## config.mk

```make
export PLATFORM = sky130hd
export DESIGN_NAME = nand_cmd_seq
export DESIGN_NICKNAME = d
export VERILOG_FILES = /design/src/rtl/nseq_pkg.sv /design/src/rtl/nseq_bus.sv /design/src/rtl/nseq_ctrl.sv /design/src/rtl/nseq_regs.sv /design/src/rtl/nand_cmd_seq.sv
export SDC_FILE = /design/constraint.sdc
export NUM_CORES = 1
export LEC_CHECK = 0
export ABC_AREA = 1
export CORE_ASPECT_RATIO = 1.4
export CORE_MARGIN = 2
export CORE_UTILIZATION = 31
export CTS_BUF_LIST = sky130_fd_sc_hd__clkbuf_4 sky130_fd_sc_hd__clkbuf_8 sky130_fd_sc_hd__clkbuf_16
export DETAILED_ROUTE_END_ITERATION = 8
export PLACE_DENSITY_LB_ADDON = 0.08
export SKIP_CTS_REPAIR_TIMING = 1
export SYNTH_ARGS = -nofsm -noshare
export SYNTH_HDL_FRONTEND = slang
export SYNTH_SLANG_ARGS = --single-unit
```

## constraint.sdc

```tcl
create_clock -name clk -period 2.1 [get_ports clk]
set_input_delay 0.21 -clock clk [delete_from_list [all_inputs] [get_ports clk]]
set_output_delay 0.21 -clock clk [all_outputs]
set_load 0.03 [all_outputs]
```

## src/rtl/nseq_pkg.sv

```systemverilog
// Shared types and helpers for the NAND command sequencer.
// Assumes: register indices and control-word bit positions are fixed here.
package nseq_pkg;

    typedef enum logic [2:0] {
        S_IDLE, S_CMD1, S_ADDR, S_CMD2, S_WAIT, S_DATA
    } seq_state_t;

    typedef enum logic [1:0] {
        BK_CMD, BK_ADR, BK_WR, BK_RD
    } bus_kind_t;

    localparam logic [2:0] IDX_CTRL    = 3'd0;
    localparam logic [2:0] IDX_CONFIRM = 3'd1;
    localparam logic [2:0] IDX_ADLO    = 3'd2;
    localparam logic [2:0] IDX_ADHI    = 3'd3;
    localparam logic [2:0] IDX_LEN     = 3'd4;
    localparam logic [2:0] IDX_IRQ     = 3'd5;
    localparam logic [2:0] IDX_STATUS  = 3'd6;

    localparam int CB_VALID = 31;
    localparam int CB_RD    = 26;
    localparam int CB_WR    = 25;
    localparam int CB_CS    = 19;
    localparam int IB_DONE  = 31;
    localparam int IB_XFER  = 28;

    // Decode the 4-bit address field into a byte count of 0..5.
    function automatic logic [2:0] adr_bytes(input logic [3:0] f);
        if (!f[3])
            return 3'd0;
        else if (f[2:0] >= 3'd4)
            return 3'd5;
        else
            return 3'(f[2:0] + 3'd1);
    endfunction

endpackage

```

## src/rtl/nseq_bus.sv

```systemverilog
// Single NAND bus cycle engine.
// Runs one command, address, write or read cycle per start pulse: the strobe
// is low for PULSE clocks and then high for PULSE clocks. Read data is
// sampled in the last low clock of the read strobe.
// Assumes: start is only pulsed while no cycle is active.
module nseq_bus
    import nseq_pkg::*;
#(
    parameter int PULSE = 2
) (
    input  logic       clk,
    input  logic       rst_n,
    input  logic       start,
    input  bus_kind_t  kind_i,
    input  logic [7:0] byte_i,
    input  logic [7:0] dq_i,
    output logic       done,
    output logic       rd_valid,
    output logic [7:0] rd_byte,
    output logic       cle,
    output logic       ale,
    output logic       we_n,
    output logic       re_n,
    output logic [7:0] dq_o,
    output logic       dq_oe
);

    localparam int LAST = 2 * PULSE - 1;
    localparam int PH_W = (LAST < 1) ? 1 : $clog2(LAST + 1);

    logic            active_q;
    logic [PH_W-1:0] ph_q;
    bus_kind_t       kind_q;
    logic [7:0]      byte_q;
    logic [7:0]      rdb_q;
    logic            low_ph;

    // Phase counter and latched cycle parameters.
    always_ff @(posedge clk) begin
        if (!rst_n) begin
            active_q <= 1'b0;
            ph_q     <= '0;
            kind_q   <= BK_CMD;
            byte_q   <= 8'h00;
        end else if (start) begin
            active_q <= 1'b1;
            ph_q     <= '0;
            kind_q   <= kind_i;
            byte_q   <= byte_i;
        end else if (active_q) begin
            if (ph_q == PH_W'(LAST))
                active_q <= 1'b0;
            else
                ph_q <= ph_q + 1'b1;
        end
    end

    // Capture read data at the end of the read strobe low time.
    always_ff @(posedge clk) begin
        if (!rst_n)
            rdb_q <= 8'h00;
        else if (active_q && kind_q == BK_RD && ph_q == PH_W'(PULSE - 1))
            rdb_q <= dq_i;
    end

    // Pin and handshake decode.
    always_comb begin
        low_ph   = active_q && (ph_q < PH_W'(PULSE));
        done     = active_q && (ph_q == PH_W'(LAST));
        rd_valid = done && (kind_q == BK_RD);
        rd_byte  = rdb_q;
        cle      = active_q && (kind_q == BK_CMD);
        ale      = active_q && (kind_q == BK_ADR);
        we_n     = !(low_ph && kind_q != BK_RD);
        re_n     = !(low_ph && kind_q == BK_RD);
        dq_o     = byte_q;
        dq_oe    = active_q && (kind_q != BK_RD);
    end

    AST_START_IDLE: assert property (@(posedge clk) disable iff (!rst_n)
        start |-> !active_q);

    AST_STROBE_EXCL: assert property (@(posedge clk) disable iff (!rst_n)
        !(!we_n && !re_n));

endmodule

```

## src/rtl/nseq_ctrl.sv

```systemverilog
// Sequence controller.
// Latches the command fields on go, then steps through first command,
// address bytes, optional confirm, ready wait and optional data phase,
// issuing one bus cycle per step through nseq_bus.
// Assumes: go is a one-cycle pulse that only arrives while idle.
module nseq_ctrl
    import nseq_pkg::*;
#(
    parameter int LEN_W = 12,
    parameter int TWB   = 4
) (
    input  logic             clk,
    input  logic             rst_n,
    input  logic             go,
    input  logic [31:0]      ctrl_w,
    input  logic [8:0]       conf_w,
    input  logic [15:0]      alo_w,
    input  logic [23:0]      ahi_w,
    input  logic [LEN_W-1:0] len_w,
    input  logic             bus_done,
    input  logic [7:0]       wr_byte,
    input  logic             nand_rb,
    output logic             bus_start,
    output bus_kind_t        bus_kind,
    output logic [7:0]       bus_byte,
    output logic             wr_take,
    output logic [1:0]       ce_n,
    output logic             busy,
    output logic             fin_evt,
    output logic             xfer_evt
);

    localparam int TW_W = $clog2(TWB + 1);

    seq_state_t       state_q;
    logic             issued_q;
    logic [7:0]       op1_q;
    logic             rd_q;
    logic             wr_q;
    logic             cs_q;
    logic             cf_en_q;
    logic [7:0]       cf_op_q;
    logic [2:0]       adr_left_q;
    logic [39:0]      adr_sh_q;
    logic [LEN_W-1:0] len_q;
    logic [TW_W-1:0]  twb_q;
    logic             has_data;
    logic             wait_go;
    logic             last_data;
    seq_state_t       after_adr;

    // Step decode and bus request generation.
    always_comb begin
        has_data  = (rd_q || wr_q) && (len_q != '0);
        wait_go   = (twb_q == TW_W'(TWB)) && nand_rb;
        last_data = (state_q == S_DATA) && bus_done && (len_q == LEN_W'(1));
        fin_evt   = ((state_q == S_WAIT) && wait_go && !has_data) || last_data;
        xfer_evt  = last_data;
        after_adr = cf_en_q ? S_CMD2 : S_WAIT;
        busy      = (state_q != S_IDLE);
        ce_n      = busy ? (cs_q ? 2'b01 : 2'b10) : 2'b11;
        bus_start = !issued_q && (state_q == S_CMD1 || state_q == S_ADDR ||
                                  state_q == S_CMD2 || state_q == S_DATA);
        wr_take   = bus_start && (state_q == S_DATA) && !rd_q;
        case (state_q)
            S_ADDR:  begin bus_kind = BK_ADR; bus_byte = adr_sh_q[7:0]; end
            S_CMD2:  begin bus_kind = BK_CMD; bus_byte = cf_op_q;       end
            S_DATA:  begin
                bus_kind = rd_q ? BK_RD : BK_WR;
                bus_byte = wr_byte;
            end
            default: begin bus_kind = BK_CMD; bus_byte = op1_q;         end
        endcase
    end

    // Sequence state, latched fields and counters.
    always_ff @(posedge clk) begin
        if (!rst_n) begin
            state_q    <= S_IDLE;
            issued_q   <= 1'b0;
            op1_q      <= 8'h00;
            rd_q       <= 1'b0;
            wr_q       <= 1'b0;
            cs_q       <= 1'b0;
            cf_en_q    <= 1'b0;
            cf_op_q    <= 8'h00;
            adr_left_q <= 3'd0;
            adr_sh_q   <= '0;
            len_q      <= '0;
            twb_q      <= '0;
        end else begin
            if (bus_start)
                issued_q <= 1'b1;
            if (bus_done)
                issued_q <= 1'b0;
            if (state_q != S_WAIT)
                twb_q <= '0;
            case (state_q)
                S_IDLE: if (go) begin
                    state_q    <= S_CMD1;
                    issued_q   <= 1'b0;
                    op1_q      <= ctrl_w[7:0];
                    rd_q       <= ctrl_w[CB_RD];
                    wr_q       <= ctrl_w[CB_WR];
                    cs_q       <= ctrl_w[CB_CS];
                    cf_en_q    <= conf_w[8];
                    cf_op_q    <= conf_w[7:0];
                    adr_left_q <= adr_bytes(ctrl_w[30:27]);
                    adr_sh_q   <= {ahi_w, alo_w};
                    len_q      <= len_w;
                end
                S_CMD1: if (bus_done)
                    state_q <= (adr_left_q != 3'd0) ? S_ADDR : after_adr;
                S_ADDR: if (bus_done) begin
                    adr_sh_q   <= adr_sh_q >> 8;
                    adr_left_q <= adr_left_q - 3'd1;
                    if (adr_left_q == 3'd1)
                        state_q <= after_adr;
                end
                S_CMD2: if (bus_done)
                    state_q <= S_WAIT;
                S_WAIT: begin
                    if (twb_q != TW_W'(TWB))
                        twb_q <= twb_q + 1'b1;
                    else if (nand_rb)
                        state_q <= has_data ? S_DATA : S_IDLE;
                end
                S_DATA: if (bus_done) begin
                    len_q <= len_q - 1'b1;
                    if (len_q == LEN_W'(1))
                        state_q <= S_IDLE;
                end
                default: state_q <= S_IDLE;
            endcase
        end
    end

    AST_CE_HELD: assert property (@(posedge clk) disable iff (!rst_n)
        (state_q != S_IDLE && $past(state_q) != S_IDLE) |-> $stable(ce_n));

    AST_ADDR_LEFT: assert property (@(posedge clk) disable iff (!rst_n)
        (state_q == S_ADDR) |-> (adr_left_q != 3'd0));

    AST_RB_BEFORE_DATA: assert property (@(posedge clk) disable iff (!rst_n)
        (state_q == S_DATA && $past(state_q) == S_WAIT) |-> $past(nand_rb));

    AST_TWB_MIN: assert property (@(posedge clk) disable iff (!rst_n)
        ($past(state_q) == S_WAIT && state_q != S_WAIT) |-> ($past(twb_q) == TW_W'(TWB)));

endmodule

```

## src/rtl/nseq_regs.sv

```systemverilog
// Host register file.
// Holds the control, confirm, address and length registers, the sticky
// interrupt bits and the read mux. A control write with the valid bit set
// while idle produces a registered go pulse.
// Assumes: busy_i covers the cycle between the control write and the start.
module nseq_regs
    import nseq_pkg::*;
#(
    parameter int LEN_W = 12
) (
    input  logic             clk,
    input  logic             rst_n,
    input  logic             reg_wr,
    input  logic [2:0]       reg_addr,
    input  logic [31:0]      reg_wdata,
    input  logic             busy_i,
    input  logic             fin_evt,
    input  logic             xfer_evt,
    output logic [31:0]      reg_rdata,
    output logic             go,
    output logic [31:0]      ctrl_q,
    output logic [8:0]       conf_q,
    output logic [15:0]      alo_q,
    output logic [23:0]      ahi_q,
    output logic [LEN_W-1:0] len_q,
    output logic             irq_done,
    output logic             irq_xfer
);

    logic wr_ctrl;
    logic wr_irq;

    always_comb begin
        wr_ctrl = reg_wr && (reg_addr == IDX_CTRL) && !busy_i;
        wr_irq  = reg_wr && (reg_addr == IDX_IRQ);
    end

    // Configuration registers and the start pulse.
    always_ff @(posedge clk) begin
        if (!rst_n) begin
            ctrl_q <= '0;
            conf_q <= '0;
            alo_q  <= '0;
            ahi_q  <= '0;
            len_q  <= '0;
            go     <= 1'b0;
        end else begin
            go <= wr_ctrl && reg_wdata[CB_VALID];
            if (wr_ctrl)
                ctrl_q <= {1'b0, reg_wdata[30:0]};
            if (reg_wr && reg_addr == IDX_CONFIRM)
                conf_q <= reg_wdata[8:0];
            if (reg_wr && reg_addr == IDX_ADLO)
                alo_q <= reg_wdata[15:0];
            if (reg_wr && reg_addr == IDX_ADHI)
                ahi_q <= reg_wdata[23:0];
            if (reg_wr && reg_addr == IDX_LEN)
                len_q <= reg_wdata[LEN_W-1:0];
        end
    end

    // Sticky interrupt bits: set wins over a same-cycle clear.
    always_ff @(posedge clk) begin
        if (!rst_n) begin
            irq_done <= 1'b0;
            irq_xfer <= 1'b0;
        end else begin
            irq_done <= fin_evt  || (irq_done && !(wr_irq && reg_wdata[IB_DONE]));
            irq_xfer <= xfer_evt || (irq_xfer && !(wr_irq && reg_wdata[IB_XFER]));
        end
    end

    // Read mux.
    always_comb begin
        case (reg_addr)
            IDX_CTRL:    reg_rdata = ctrl_q;
            IDX_CONFIRM: reg_rdata = {23'd0, conf_q};
            IDX_ADLO:    reg_rdata = {16'd0, alo_q};
            IDX_ADHI:    reg_rdata = {8'd0, ahi_q};
            IDX_LEN:     reg_rdata = 32'(len_q);
            IDX_IRQ:     reg_rdata = {irq_done, 2'b00, irq_xfer, 28'd0};
            IDX_STATUS:  reg_rdata = {31'd0, busy_i};
            default:     reg_rdata = 32'd0;
        endcase
    end

    AST_IGNORE_BUSY: assert property (@(posedge clk) disable iff (!rst_n)
        $past(busy_i && reg_wr && reg_addr == IDX_CTRL) |-> ($stable(ctrl_q) && !go));

    AST_IRQ_STICKY: assert property (@(posedge clk) disable iff (!rst_n)
        ($past(irq_done) && !$past(reg_wr && reg_addr == IDX_IRQ && reg_wdata[IB_DONE]))
        |-> irq_done);

endmodule

```

## src/rtl/nand_cmd_seq.sv

```systemverilog
// NAND command cycle sequencer top.
// Connects the register file, the sequence controller and the bus cycle
// engine. The busy seen by the host includes the go cycle, so a second
// control write cannot slip in before the controller leaves idle.
// Assumes: nand_rb is already synchronous to clk.
module nand_cmd_seq
    import nseq_pkg::*;
#(
    parameter int LEN_W = 12,
    parameter int PULSE = 2,
    parameter int TWB   = 4
) (
    input  logic        clk,
    input  logic        rst_n,
    input  logic        reg_wr,
    input  logic [2:0]  reg_addr,
    input  logic [31:0] reg_wdata,
    output logic [31:0] reg_rdata,
    output logic        irq,
    input  logic [7:0]  wr_byte,
    output logic        wr_take,
    output logic [7:0]  rd_byte,
    output logic        rd_valid,
    output logic        nand_cle,
    output logic        nand_ale,
    output logic        nand_we_n,
    output logic        nand_re_n,
    output logic [1:0]  nand_ce_n,
    output logic [7:0]  nand_dq_o,
    output logic        nand_dq_oe,
    input  logic [7:0]  nand_dq_i,
    input  logic        nand_rb
);

    logic             go;
    logic [31:0]      ctrl_q;
    logic [8:0]       conf_q;
    logic [15:0]      alo_q;
    logic [23:0]      ahi_q;
    logic [LEN_W-1:0] len_q;
    logic             irq_done;
    logic             irq_xfer;
    logic             seq_busy;
    logic             busy;
    logic             fin_evt;
    logic             xfer_evt;
    logic             bus_start;
    bus_kind_t        bus_kind;
    logic [7:0]       bus_byte;
    logic             bus_done;

    // Host-visible busy and interrupt output.
    always_comb begin
        busy = seq_busy || go;
        irq  = irq_done || irq_xfer;
    end

    nseq_regs #(.LEN_W(LEN_W)) u_regs (
        .clk       (clk),
        .rst_n     (rst_n),
        .reg_wr    (reg_wr),
        .reg_addr  (reg_addr),
        .reg_wdata (reg_wdata),
        .busy_i    (busy),
        .fin_evt   (fin_evt),
        .xfer_evt  (xfer_evt),
        .reg_rdata (reg_rdata),
        .go        (go),
        .ctrl_q    (ctrl_q),
        .conf_q    (conf_q),
        .alo_q     (alo_q),
        .ahi_q     (ahi_q),
        .len_q     (len_q),
        .irq_done  (irq_done),
        .irq_xfer  (irq_xfer)
    );

    nseq_ctrl #(.LEN_W(LEN_W), .TWB(TWB)) u_ctrl (
        .clk       (clk),
        .rst_n     (rst_n),
        .go        (go),
        .ctrl_w    (ctrl_q),
        .conf_w    (conf_q),
        .alo_w     (alo_q),
        .ahi_w     (ahi_q),
        .len_w     (len_q),
        .bus_done  (bus_done),
        .wr_byte   (wr_byte),
        .nand_rb   (nand_rb),
        .bus_start (bus_start),
        .bus_kind  (bus_kind),
        .bus_byte  (bus_byte),
        .wr_take   (wr_take),
        .ce_n      (nand_ce_n),
        .busy      (seq_busy),
        .fin_evt   (fin_evt),
        .xfer_evt  (xfer_evt)
    );

    nseq_bus #(.PULSE(PULSE)) u_bus (
        .clk      (clk),
        .rst_n    (rst_n),
        .start    (bus_start),
        .kind_i   (bus_kind),
        .byte_i   (bus_byte),
        .dq_i     (nand_dq_i),
        .done     (bus_done),
        .rd_valid (rd_valid),
        .rd_byte  (rd_byte),
        .cle      (nand_cle),
        .ale      (nand_ale),
        .we_n     (nand_we_n),
        .re_n     (nand_re_n),
        .dq_o     (nand_dq_o),
        .dq_oe    (nand_dq_oe)
    );

    AST_DONE_AT_END: assert property (@(posedge clk) disable iff (!rst_n)
        $rose(irq_done) |-> $fell(seq_busy));

    AST_IDLE_QUIET: assert property (@(posedge clk) disable iff (!rst_n)
        !busy |-> (nand_we_n && nand_re_n && nand_ce_n == 2'b11 && !nand_dq_oe));

endmodule

```

==> key figures, run 1 <==
Die
  – Core ar.: 28,300 sq um
  – Chip height: around 200 microns
  – Row Count: 73
  – Die width: about 150 microns
  – Ports: about 110
  – Initial Utilization: between 30% and 40%
  – Die area: about 30,000 sq um

Yosys
  – Register area share after synthesis: 44.6%
  – Syn Inst Count: between 1,000 and 1,500
  – Synth area leaders: dfxtp_1, o21ai_0, nand2_1
  – Asr flop ratio synth: 0%
  – Mean area per synthesized cell: 7.06 sq um
  – Yosys top cell area share: about 45%
  – Seq cells post-synth: 198
  – Area leader, netlist: dfxtp_1
  – Syn nets: 1,325
  – Syn. warnings: 0
  – Post-synth cell types: 34
  – Synth Flop Type: dfxtp_1
  – Area of the mapped netlist: 8880 sq um
  – EDFF count, synth: 0

Clock network
  – Max Root-Sink Buffers: 2
  – # H-tree levels: 4
  – Clock buffers created by TritonCTS: 17
  – Clk Latency, worst-skew pair: roughly 0.44 ns
  – Clk slew on worst S/H paths: 0.08 ns
  – Clock sinks: 198
  – Root Buffer: clkbuf_16
  – CTS tree: yes

Power
  – Pwr Total: 9.14 mW
  – Switch share: around 29%
  – PD cells: 798 nW/um^2
  – Combinational share of power: 16.6%
  – Cell-internal power: 6.53 mW
  – VDD IR-drop max: 0.462 mV
  – Part of the power in registers: a little under half
  – Leak: 4.44 nW
  – P_sw: 2.61 mW
  – Clk pwr share: 37.7%

Placed design
  – Gp weighted congestion: 0.819
  – DP Cell Count: 1,724
  – Pre-CTS setup slack: -0.0357 ns
  – DP HPWL: 20.3 mm
  – # port buffers: 112

STA
  – Fin. max-slew vios: 0
  – Number of setup violations in the final report: 0
  – Measured slew at the worst slew-check pin: 0.577 ns
  – Final Worst Setup Slack: 0.134 ns
  – Slew HR: between 60% and 70%
  – Final-report hold violation count: 0
  – RSZ-0062 raised after global routing: no
  – Setup TNS: 0 ns
  – Period utilization: between 90% and 100%
  – Maximum clock frequency: between 500 and 600 MHz
  – Clk_skew: 0.0119 ns
  – Crit path time final: between 1.5 and 2 ns
  – WHS: 0.175 ns

Cells and area
  – Synthesis-to-layout area growth: 29.1%
  – Layout cells sized above 1: a little over a tenth
  – Filler cells: 3,018
  – Nets: 1,436
  – Diodes inserted: 0
  – Post-route non-filler standard cell count: 1,757

Route
  – DRC: 0
  – Pre-antenna DRT Iters: 4
  – Initial detailed-routing violation count: roughly 380
  – Routed Antenna Nets: 0
  – WL per Instance: roughly 16 microns
  – DRT Wirelength: 28.0 mm
  – Routed vias/inst: 4.73
  – Via Count: 8,304

Min path
  – Min-Delay Path Class: input port to register

GRT
  – Vias in the first global route: 8,070
  – Total gr overflow: 0
  – First-pass GRT wire length: about 44 mm
  – Global Route Usage Sum: 18.8%
  – Initial antenna violation count: 0
  – Largest net degree at the start of global routing: 96

Setup path
  – CP startpoint kind: register
  – Worst-path fanout max: 4
  – Slowest cell on the critical path: clkdlybuf4s50_1
  – Worst Path Required: roughly 1.9 ns
  – Flop-to-flop setup slack: 0.21 ns
  – Crit-path max cell delay: roughly 0.70 ns
  – CP endpoint kind: output pin
  – WP data arrival: 1.76 ns
  – Crit path cell chain: inv_1, nor3_1, clkdlybuf4s50_1
  – Critical path class: register to output pin

Flow run
  – MaxCap Viol Count: 0

Outcome
  – Status: completed
-- metal layers --
metal	global-route usage [%]	wire length [microns]
met3	2.72	786
met2	33.1	13800
met4	6.52	613
met1	23.4	12800
met5	0	0
-- critical path: cells and delay by family, from the launching register on --
| kind | cells | cell delay (ns) |
|---|---|---|
| buffers and inverters | 2 | 0.78 |
| flip-flops | 1 | 0.37 |
| AND/OR/NAND/NOR | 1 | 0.19 |
-- cells in the mapped netlist, drive strengths merged, types with 8 or more instances --
cell,n
ha,12
o22ai,8
o21ai,200
nor3,17
dfxtp,198
inv,149
buf,24
o2111ai,11
nand3,36
nor2,125
a21oi,155
clkbuf,47
nand4,9
a211oi,9
nand2,232
-- stage by stage --
step	area [sq um]	util [%]
4_1_cts	11400	40.1
6_report	11500	40.5
3_3_place_gp	10700	38.0
2_1_floorplan	8880	-
3_5_place_dp	10700	38.0
5_1_grt	11500	40.5
-- state kept, by name (all words and copies together) (netlist names), 2 cells and up --
register	cells
u_ctrl.adr_sh_q	40
u_regs.ctrl_q	31
u_regs.ahi_q	24
u_regs.alo_q	16
u_ctrl.len_q	12
u_regs.len_q	12
u_regs.conf_q	9
u_bus.dq_o	8
u_bus.rd_byte	8
u_ctrl.cf_op_q	8
u_ctrl.op1_q	8
u_ctrl.adr_left_q	3
u_ctrl.state_q	3
u_ctrl.twb_q	3
u_bus.kind_q	2
u_bus.ph_q	2
-- area by class of cell --
class                   count  area [sq um]  share of cell area (%)
clock inverters            14           173                    1.51
repair buffers            163          1730                    15.1
inverters                 151           571                    4.98
multi-input cells         838          4110                    35.9
flip-flops and latches    198          3970                    34.6
well taps                 375           469                    4.09
clock buffers              18           439                    3.83
-- final timing paths --
| path | startpoint | to | depth (start not counted) |
|---|---|---|---|
| min | rst_n | u_bus.rd_byte[4]$_SDFFE_PN0P_ | 3 |
| min reg2reg | u_ctrl.adr_sh_q[29]$_SDFFE_PN0P_ | u_ctrl.adr_sh_q[29]$_SDFFE_PN0P_ | 2 |
| max | u_bus.kind_q[0]$_SDFFE_PN0P_ | nand_ale | 3 |
| max reg2reg | u_ctrl.state_q[1]$_SDFFE_PN0P_ | u_ctrl.adr_left_q[2]$_SDFFE_PN0P_ | 8 |
-- logic make-up after synthesis --
kind of cell / Yosys count / synth area share [%]
compound gates: 398 / 24.0
xor+xnor: 4 / 0.395
fa+ha+maj: 12 / 1.69
buf+inv: 222 / 9.88
flops: 198 / 44.6
simple gates: 424 / 19.4
-- power by group through the flow --
stage | sequential, mW | combinational, mW | clock, mW
2_1_floorplan | 4.23 | 0.948 | 0
3_3_place_gp | 4.26 | 1.50 | 0
3_5_place_dp | 4.26 | 1.51 | 0
4_1_cts | 4.17 | 1.52 | 3.55
5_1_grt | 4.21 | 1.70 | 3.67
6_report | 4.18 | 1.52 | 3.45
-- cells in the final DEF (no fill, tap or decap), types with 4 or more instances in the layout --
master / n
nand2_1: 231
dfxtp_1: 197
o21ai_0: 178
a21oi_1: 155
inv_1: 141
nor2_1: 119
clkdlybuf4s50_1: 72
buf_4: 60
nand3_1: 31
buf_12: 23
o21ai_1: 22
nor3_1: 17
clkbuf_16: 17
ha_1: 12
o2111ai_1: 11
nand4_1: 9
inv_2: 7
o22ai_1: 7
dlymetal6s2s_1: 6
clkinvlp_4: 5
a211oi_2: 5
nand3_2: 4
o211ai_1: 4
a31oi_1: 4
a211oi_1: 4
No activity file was read; power rests on OpenSTA's default activity.
==> run 2: changes to the inputs <==
--- a/config.mk
+++ b/config.mk
@@ -11,7 +11,7 @@
 export CORE_UTILIZATION = 31
 export CTS_BUF_LIST = sky130_fd_sc_hd__clkbuf_4 sky130_fd_sc_hd__clkbuf_8 sky130_fd_sc_hd__clkbuf_16
 export DETAILED_ROUTE_END_ITERATION = 8
-export PLACE_DENSITY_LB_ADDON = 0.08
+export PLACE_DENSITY = 0.52
 export SKIP_CTS_REPAIR_TIMING = 1
 export SYNTH_ARGS = -nofsm -noshare
 export SYNTH_HDL_FRONTEND = slang
==> run 2 against run 1 <==
Compared with the run above:
- first-iteration DRC count decreased by 6.6%
- worst setup slack got worse by 0.040 ns
- register-to-register slack better by 0.06 ns
- combinational power about the same
- via count is 1.7% higher
- clock power is 4% lower
- clock skew down 0.0043 ns
==> key figures, run 2 (synthesis gave the netlist of run 1 again) <==
Route
  – Via Count: 8,443 (was 8,304)
  – Routed vias/inst: 4.80 (was 4.73)
  – DRC: 0 (unchanged)
  – DRT Wirelength: 27.4 mm (was 28.0 mm)
  – Initial detailed-routing violation count: 353 (was 378)
  – Max Used Layer: met4 (unchanged)
  – Pre-antenna DRT Iters: 4 (unchanged)
  – WL per Instance: 15.6 microns (was 15.9 microns)
  – Routed Antenna Nets: 0 (unchanged)
  – M1 WL: 11.6 mm (was 12.8 mm)
  – DR WL met3: 1.13 mm (was 786 microns)
  – Routed met2 length: 14.2 mm (was 13.8 mm)

Setup path
  – Crit-path max cell delay: 0.43 ns (was 0.70 ns)
  – Slowest cell on the critical path: clkdlybuf4s50_1 (unchanged)
  – Worst Path Required: 1.89 ns (about the same)
  – CP dominant cell by count: buf_4
  – Delay-heaviest family, CP: buffers and inverters (unchanged)
  – CP startpoint kind: input port (was register)
  – CP Launch Point: reg_addr[2] (was u_bus.kind_q[0]$_SDFFE_PN0P_)
  – CP endpoint kind: output pin (unchanged)
  – Worst Path Buf+Inv: 5 (was 2)
  – Crit path cell chain: clkdlybuf4s50_1, buf_4, nand3_1, buf_6, o22ai_1, a31oi_2, nand4_1, buf_4, buf_12 (was inv_1, nor3_1, clkdlybuf4s50_1)
  – Worst-path fanout max: 7 (was 4)
  – Worst r2r src: u_ctrl.state_q[2]$_SDFFE_PN0P_ (was u_ctrl.state_q[1]$_SDFFE_PN0P_)
  – WP data arrival: 1.80 ns (was 1.76 ns)
  – Critical path class: input port to output pin (was register to output pin)

Cells and area
  – Largest regs: u_ctrl.adr_sh_q x40, u_regs.ctrl_q x31, u_regs.ahi_q x24 (unchanged)
  – Post-route non-filler standard cell count: 1,758 (was 1,757)
  – Layout cells sized above 1: 10.6% (was 10.8%)
  – Register bank with the most flops: u_ctrl.adr_sh_q (unchanged)
  – Post-layout util: 40.3% (was 40.5%)
  – Commonest non-fill, non-tap cell in the layout: nand2_1 (unchanged)
  – Filler cells: 3,029 (was 3,018)
  – Largest register FFs: 40 (unchanged)
  – Nets: 1,438 (was 1,436)
  – Synthesis-to-layout area growth: 28.6% (was 29.1%)
  – Most frequent cells in the layout: nand2_1, dfxtp_1, o21ai_0, a21oi_1, inv_1 (unchanged)
  – Diodes inserted: 0 (unchanged)

Clock network
  – Clk Latency, worst-skew pair: 0.44 ns (about the same)
  – Clock sinks: 198 (unchanged)
  – Clk slew on worst S/H paths: 0.07 ns (was 0.08 ns)
  – Root Buffer: clkbuf_16 (unchanged)
  – CTS tree: yes (unchanged)
  – Clock buffers created by TritonCTS: 17 (unchanged)
  – # H-tree levels: 4 (unchanged)
  – Max Root-Sink Buffers: 2 (unchanged)

Flow run
  – MaxCap Viol Count: 0 (unchanged)

Outcome
  – Status: completed (unchanged)

Die
  – Die area: 30,000 sq um (unchanged)
  – Initial Utilization: 31.4% (unchanged)
  – Ports: 113 (unchanged)
  – Die width: 147 microns (unchanged)
  – Core ar.: 28,300 sq um (unchanged)
  – Chip height: 204 microns (unchanged)
  – Row Count: 73 (unchanged)

STA
  – Measured slew at the worst slew-check pin: 0.595 ns (was 0.577 ns)
  – Number of setup violations in the final report: 0 (unchanged)
  – Maximum clock frequency: 499 MHz (was 509 MHz)
  – Period utilization: 95.5% (was 93.6%)
  – Crit path time final: 2.01 ns (was 1.97 ns)
  – Final-report hold violation count: 0 (unchanged)
  – Setup TNS: 0 ns (unchanged)
  – Fin. max-slew vios: 0 (unchanged)
  – Slew HR: 60.2% (was 61.5%)
  – RSZ-0062 raised after global routing: no (unchanged)
  – Clk_skew: 0.00760 ns (was 0.0119 ns)

Placed design
  – DP Cell Count: 1,727 (was 1,724)
  – # port buffers: 112 (unchanged)
  – Gp weighted congestion: 0.870 (was 0.819)
  – DP HPWL: 20.3 mm (about the same)

GRT
  – Global Route Usage Sum: 18.6% (was 18.8%)
  – Largest net degree at the start of global routing: 62 (was 96)
  – Initial antenna violation count: 0 (unchanged)
  – Vias in the first global route: 8,251 (was 8,070)
  – Total gr overflow: 0 (unchanged)
  – First-pass GRT wire length: 43.9 mm (was 44.0 mm)

Power
  – Combinational share of power: 16.7% (was 16.6%)
  – PD cells: 789 nW/um^2 (was 798 nW/um^2)
  – Clk pwr share: 36.9% (was 37.7%)
  – P_sw: 2.54 mW (was 2.61 mW)
  – Leak: 4.43 nW (was 4.44 nW)
  – Switch share: 28.2% (was 28.6%)
  – VDD IR-drop max: 0.594 mV (was 0.462 mV)
  – Cell-internal power: 6.47 mW (was 6.53 mW)
  – Part of the power in registers: 46.4% (was 45.7%)

Min path
  – Hold wc startpoint: rst_n (unchanged)
  – Min-Delay Path Class: input port to register (unchanged)
==> run 2: changes by cell type in the layout (fill, tap and decap cells not counted), moves of 2 or more <==
cell	before	now
dlymetal6s2s_1	6	4
inv_1	141	143
buf_4	60	62
clkinvlp_4	5	1
clkdlybuf4s50_1	72	74
clkbuf_8	1	3
==> run 2: final cells by class <==
cell class,instances,area (sq um),area share (%)
clock buffers,20,467,4.09
repair buffers,165,1750,15.3
well taps,375,469,4.11
clock inverters,11,123,1.07
inverters,151,567,4.97
flip-flops and latches,198,3970,34.7
multi-input cells,838,4080,35.7
==> run 2: per-stage QoR <==
| step | total power [mW] | worst slack, ns | hold slack, ns | instance area (sq um) |
|---|---|---|---|---|
| 2_1_floorplan | 5.17 | 0.425 | 0.345 | 8880 |
| 3_3_place_gp | 5.75 | -0.0510 | 0.435 | 10800 |
| 3_5_place_dp | 5.77 | -0.0593 | 0.440 | 10800 |
| 4_1_cts | 9.11 | -0.142 | 0.128 | 11400 |
| 5_1_grt | 9.49 | 0.00201 | 0.146 | 11400 |
| 6_report | 9.01 | 0.0943 | 0.141 | 11400 |
==> run 2: worst paths after layout <==
check                                          end  cells past startpoint  slack (ns)
setup / recovery                      reg_rdata[0]                      9        0.09
hold / removal            u_ctrl.wr_q$_SDFFE_PN0P_                      3        0.14
setup reg to reg      u_ctrl.len_q[0]$_SDFFE_PN0P_                      8        0.27
hold reg to reg   u_ctrl.adr_sh_q[31]$_SDFFE_PN0P_                      2        0.45
==> run 2: worst reg2reg max path, stage by stage, from the launching register on <==
cell     delay, ns
dfxtp_1       0.46
inv_2         0.12
nand2_1       0.24
nor2_2        0.10
buf_4         0.16
nor2_1        0.22
inv_2         0.18
o21ai_0       0.18
a31oi_1       0.05
==> run 2: per-layer routing <==
layer  global-route usage [%]  vias up
li1                         -     4360
met4                     5.91        0
met5                        0        -
met2                     34.5      182
met1                     21.6     3870
met3                     3.42       31
==> run 2: power by group through the flow <==
stage          Combinational (mW)  Clock [mW]  Sequential (mW)
6_report                     1.51        3.32             4.18
5_1_grt                      1.70        3.57             4.21
4_1_cts                      1.52        3.41             4.18
3_5_place_dp                 1.51           0             4.26
3_3_place_gp                 1.50           0             4.26
2_1_floorplan               0.948           0             4.23
